File: src/rtl/adc_hw_trigger_gate.sv
module adc_hw_trigger_gate #(
  parameter int LEVEL_HOLD  = 8,
  parameter int EDGE_HOLD   = 4,
  parameter int SYNC_STAGES = 2
) (
  input  logic       clk,
  input  logic       rst_n,
  input  logic       trig_en,
  input  logic [1:0] op_mode,
  input  logic [1:0] trig_src,
  input  logic [1:0] trig_cond,
  input  logic       pin_async,
  input  logic       timer_pulse,
  input  logic       pwm_pulse,
  input  logic       start_busy,
  output logic       start_req
);
  localparam int LW = $clog2(LEVEL_HOLD + 1);
  localparam int EW = $clog2(EDGE_HOLD + 1);
  localparam logic [1:0] MODE_SCAN = 2'b10;

  logic [SYNC_STAGES-1:0] sync;
  logic          pin_s, pin_pre;
  logic [LW-1:0] lvl_cnt;
  logic [EW-1:0] edge_cnt;
  logic          moved, tmr_q, pwm_q;
  logic          pin_hit, pick, fire;

  assign pin_s   = sync[SYNC_STAGES-1];
  assign pin_pre = sync[SYNC_STAGES-2];

  wire moving   = pin_pre != pin_s;
  wire active   = pin_s == trig_cond[0];
  wire armed    = trig_en && (op_mode == MODE_SCAN) && !start_busy;
  wire lvl_hit  = !trig_cond[1] && active && (lvl_cnt == LW'(LEVEL_HOLD - 1));
  wire edge_hit = trig_cond[1] && active && moved && (edge_cnt == EW'(EDGE_HOLD - 1));

  assign pin_hit = lvl_hit || edge_hit;

  always_comb begin
    case (trig_src)
      2'b00:   pick = pin_hit;
      2'b01:   pick = timer_pulse && !tmr_q;
      2'b11:   pick = pwm_pulse && !pwm_q;
      default: pick = 1'b0;
    endcase
  end

  assign fire = armed && pick;

  always_ff @(posedge clk or negedge rst_n) begin
    if (!rst_n) begin
      sync      <= '0;
      tmr_q     <= 1'b0;
      pwm_q     <= 1'b0;
      moved     <= 1'b0;
      edge_cnt  <= '0;
      lvl_cnt   <= '0;
      start_req <= 1'b0;
    end else begin
      sync      <= {sync[SYNC_STAGES-2:0], pin_async};
      tmr_q     <= timer_pulse;
      pwm_q     <= pwm_pulse;
      start_req <= fire;
      if (moving) moved <= 1'b1;
      if (moving)
        edge_cnt <= '0;
      else if (edge_cnt < EW'(EDGE_HOLD))
        edge_cnt <= edge_cnt + 1'b1;
      if (moving || start_busy || fire)
        lvl_cnt <= '0;
      else if (lvl_cnt < LW'(LEVEL_HOLD - 1))
        lvl_cnt <= lvl_cnt + 1'b1;
    end
  end
endmodule


File: config.mk
export PLATFORM = sky130hd
export DESIGN_NAME = adc_hw_trigger_gate
export DESIGN_NICKNAME = d
export VERILOG_FILES = /design/src/rtl/adc_hw_trigger_gate.sv
export SDC_FILE = /design/constraint.sdc
export NUM_CORES = 1
export LEC_CHECK = 0
export BUFFER_PORTS_ARGS = -buffer_cell sky130_fd_sc_hd__buf_2
export CELL_PAD_IN_SITES_DETAIL_PLACEMENT = 0
export CELL_PAD_IN_SITES_GLOBAL_PLACEMENT = 1
export CORE_MARGIN = 3
export CORE_UTILIZATION = 34
export DETAILED_ROUTE_END_ITERATION = 7
export GPL_TIMING_DRIVEN = 0
export PLACE_DENSITY = 0.66
export SYNTH_ARGS = -nofsm -noshare
export SYNTH_HDL_FRONTEND = slang
export SYNTH_SLANG_ARGS = --single-unit
File: constraint.sdc
create_clock -name clk -period 4 [get_ports clk]
set_input_delay 0.8 -clock clk [delete_from_list [all_inputs] [get_ports clk]]
set_output_delay 0.8 -clock clk [all_outputs]
set_load 0.02 [all_outputs]
# == Yosys cells after proc, flatten, opt, wreduce, memory -nomap -nowiden ==
# Index checks and enable logic that the tools add are counted.
# word_totals
ff_bits,13
word_cells,43
out_inout_bits,1
in_bits,13
# classes
n_addsub,2
mux,5
n_eq_ne,7
n_reduce_logical,20
magnitude_cmp,2
# ops
op,count
logical AND 1 bit,10
two-way mux 4 bit,2
two-way mux 3 bit,2
"adder 4 x 1 -> 4 bit, second input constant",1
"equality test 2 bit, second input constant",2
"equality test 4 x 3 -> 1 bit, second input constant",1
logical NOT 1 bit,4
"less-than comparator 4 x 3 -> 1 bit, second input constant",1
nonzero test 2 bit,2
"adder 3 x 1 -> 3 bit, second input constant",1
"equality test 3 x 2 -> 1 bit, second input constant",1
logical OR 1 bit,3
"less-than comparator 3 bit, second input constant",1
one-hot mux 1 bit (3 select lines),1
"equality test 2 x 1 -> 1 bit, second input constant",1
logical NOT 2 bit,1
equality test 1 bit,1
!= test 1 bit,1

# == Logic depth before layout (Yosys ltp) ==
# depth
ltp_word,9
depth_mapped,6
depth_no_buf,6

# == Worst setup path before layout ==
# OpenSTA, ideal clock, no wires.
# synth_path
kind,input-to-reg
from,input trig_cond[1]
to,register lvl_cnt[3]
cell_stages,4
setup_ns,0.146
slack_ns,2.303
t_arrival_ns,1.551
required_time_ns,3.854
n_path_buf,0
cell_sequence,a21boi_1 a2111oi_1 o211a_1 a2111oi_2
# synth_between
elab_chain_cells,8
word_cells_on_any_way,12
classes_between,2 x mux; 10 x reduce/logical
# synth_rtl
element,line_no,rtl
"start, declared",11,"input logic [1:0] trig_cond,"
logical NOT 1 bit / logical AND 1 bit (equally long branches),"35, 36",
"logical AND 1 bit, on equally long branches (2 in a row)","35, 36",
logical OR 1 bit *,38,assign pin_hit = lvl_hit || edge_hit;
one-hot mux 1 bit (3 select lines) *,41,case (trig_src)
logical AND 1 bit *,49,assign fire = armed && pick;
net fire,27,"logic pin_hit, pick, fire;"
logical OR 1 bit *,70,if (moving || start_busy || fire)
two-way mux 4 bit / nonzero test 2 bit (equally long branches),n/a,
"end signal, assigned",73,lvl_cnt <= lvl_cnt + 1'b1;
"end, declared",24,logic [LW-1:0] lvl_cnt;
# The timed path passes the listed nets; every way through them passes the cells marked *.
# A chain may end at the register's enable or synchronous reset.

# == Worst setup path after layout ==
# layout_path
from,register edge_cnt[0]
to,register lvl_cnt[3]
# layout_between
elab_chain_cells,7
word_cells_on_any_way,8
classes_between,1 x eq/ne; 2 x mux; 5 x reduce/logical
# layout_rtl
element,line_no,rtl
"start, declared",25,logic [EW-1:0] edge_cnt;
"start signal, assigned",69,edge_cnt <= edge_cnt + 1'b1;
equality test 3 x 2 -> 1 bit *,36,wire edge_hit = trig_cond[1] && active && moved && (edge_cnt == EW'(EDGE_HOLD - 1));
logical AND 1 bit *,36,
logical OR 1 bit *,38,
one-hot mux 1 bit (3 select lines) *,41,
logical AND 1 bit *,49,
net fire,27,
logical OR 1 bit *,70,
two-way mux 4 bit / nonzero test 2 bit (equally long branches),n/a,
# Marked as above.

==> qor.yml <==
placed_design:
  io_buffers: 13
  place.gp.congestion: 0.646
  dpl_cell_area_um2: 657
  dp_slack_ns: 2.07
layout:
  diodes: 0
  final_nets: 80
  post-route-util: 0.443
  finalInstanceArea_um2: 683
  area_delta_synth_final_pct: 19.5
  fillers: 149
  drive_above_1_share: 0.286
  mostFrequentLayoutCells: "dfrtp_1 (13), buf_2 (13), inv_1 (5)"
floorplanning:
  io_pins: 14
  die_w_um: 47.0
  die-area_um2: 2210
  core_um2: 1540
  die_height_um: 47.0
  row_count: 14
  initial_core_util: 0.371
job:
  drv_cap: 0
grt:
  grt_max_degree: 14
  grt-ovfl-total: 0
  grt_pass1_vias: 408
  track_usage: 0.113
  antenna_found_initial: 0
  grt_pass1_wl_um: 1660
clock_network:
  clkSinkCount: 13
  cts_tree: "yes"
  clk_latency_ns: 0.27
  clockBufferDepth: 2
  hold_buffers: 0
  path_clk_slew_ns: 0.07
  cts_buffers: 3
  post_cts_buffers: 0
  h-tree-depth: 1
  cts_root_buf: "clkbuf_4"
  cts_resized: 0
setup_path:
  cp_cell_sequence: "ha_1, ha_1, a21boi_1, a2111oi_1, o211a_1, a2111oi_2"
  path_depth: 6
  critical_path.max_fanout: 5
  worst_r2r_endpoint: "lvl_cnt[3]"
  reg2reg_slack_ns: 2.29
  crit_type: "flip-flop to flip-flop"
  r2r_cells: 6
  endpoint: "lvl_cnt[3]"
  worst_path_max_delay_cell: "dfrtp_1"
  crit_arrival_ns: 1.89
  critPathTopFamily: "compound AO/OA/AOI/OAI gates"
  crit_top_cell: "ha_1"
  cp-end-kind: "flip-flop"
  critPathBufInv: 0
  critPathLaunchType: "flip-flop"
  r2r-start: "edge_cnt[0]"
  max_stage_delay_ns: 0.39
  cp.required_ns: 4.17
  setup.worst_path.start: "edge_cnt[0]"
route:
  drc: 0
  vias: 400
  routed_wl_um: 977
  viasPerCell: 5.06
  firstDrtPassIters: 3
  drtAntennaViolNets: 0
  drtIter0Drc: 3
  wl_per_cell_um: 12.4
pwr:
  pwr-share-clk: 0.277
  power_switching_mw: 0.0783
  ir_drop_mv: 0.259
  pwr-share-seq: 0.548
  p_int_mw: 0.211
  power_frac_comb: 0.174
  switching_share: 0.271
  p_per_area_nw_per_um2: 423
  p_leak_nw: 0.341
sta:
  finalCritPeriodShare: 0.428
  skew_ns: 0.00140
  max_freq_mhz: 584
  setup_viol: 0
  slew_violations: 0
  rsz0062_at_grt: "no"
  hold_violations: 0
  finalCriticalPeriod_ns: 1.71
  worst_pin_slew_ns: 0.614
  fin_tns_setup_ns: 0
  layout_setup_ws_ns: 2.29
  maxSlewHeadroom: 0.589
synthesis:
  synthArstFlopShare: 1.00
  ys_ff_latch: 13
  syn-cell-area_um2: 572
  synth_nets: 62
  synth_edf_count: 0
  syn_area_per_cell_um2: 12.4
  yosysSeqAreaShare: 0.569
  synthTopCellsByArea: "dfrtp_1 (57%), ha_1 (6.6%), xor2_1 (4.6%), mux2i_1 (3.5%), inv_1 (3.3%)"
  syn_inst: 46
  yosysTopAreaCell: "dfrtp_1"
  synth_cell_types: 20
  yosysWarnings: 0
  synth_flop_cell: "dfrtp_1"
  synth_top_area_share: 0.569
outcome:
  outcome: "completed"
worst_hold_path:
  min_path_type: "input pin to asynchronous set/reset pin"
## synthesized netlist by cell type, types with 2 or more instances
cell	n
ha_1	3
inv_1	5
a21oi_1	3
mux2i_1	2
nor2_1	2
xor2_1	3
dfrtp_1	13
nor4_1	3
## cell type report
type | instances | area [um^2] | share of cell area
sequential | 13 | 325 | 0.476
multi-input combinational | 28 | 228 | 0.333
timing repair buffer | 13 | 65.1 | 0.0952
clock buffer | 4 | 26.3 | 0.0385
tap | 16 | 20.0 | 0.0293
inverter | 5 | 18.8 | 0.0275
## logic make-up (layout without fill, tap and decap cells)
| logic type | count (synthesis) | in the layout | share of synthesized area |
|---|---|---|---|
| AOI/OAI and AO/OA | 9 | 9 | 0.120 |
| xor gates and xnor gates | 4 | 4 | 0.0613 |
| adders and majority gates | 3 | 3 | 0.0657 |
| buffers and inverters | 5 | 22 | 0.0328 |
| DFF | 13 | 13 | 0.569 |
| muxes | 2 | 2 | 0.0350 |
| and+or+nand+nor | 10 | 10 | 0.116 |
## worst min path at each step
stage	start	end	slack (ns)	depth (start not counted)
2_1_floorplan	sync[0]	sync[1]	0.37	0
3_3_place_gp	sync[0]	sync[1]	0.38	0
3_5_place_dp	sync[0]	sync[1]	0.39	0
4_1_cts	rst_n	pwm_q	0.40	1
5_1_grt	rst_n	tmr_q	0.41	1
6_report	rst_n	tmr_q	0.39	1
## registers in the layout, indices dropped and copies added, names as in the netlist
name       flops
tmr_q          1
start_req      1
edge_cnt       3
pwm_q          1
moved          1
lvl_cnt        4
sync           2
## layer usage
metal / vias to the layer above / routed length [um] / global-route usage
met5: - / 0 / 0
met4: 0 / 34 / 0.0994
met3: 4 / 66 / 0.0230
met2: 13 / 451 / 0.157
met1: 185 / 425 / 0.147
li1: 198 / - / -
## power groups by stage
stage	Clock, mW	Sequential [mW]	Combinational, mW
4_1_cts	0.0835	0.159	0.0520
5_1_grt	0.0881	0.162	0.0580
3_5_place_dp	0	0.161	0.0516
2_1_floorplan	0	0.159	0.0341
3_3_place_gp	0	0.161	0.0498
6_report	0.0801	0.158	0.0504
## through the flow
step / power, mW / hold slack [ns] / cells
finish: 0.289 / 0.394 / 79
global route: 0.308 / 0.405 / 79
CTS: 0.294 / 0.398 / 79
detailed placement: 0.213 / 0.388 / 75
global placement: 0.211 / 0.383 / 75
floorplan: 0.193 / 0.372 / 46
Note: power is estimated with default switching activity, not from simulation.
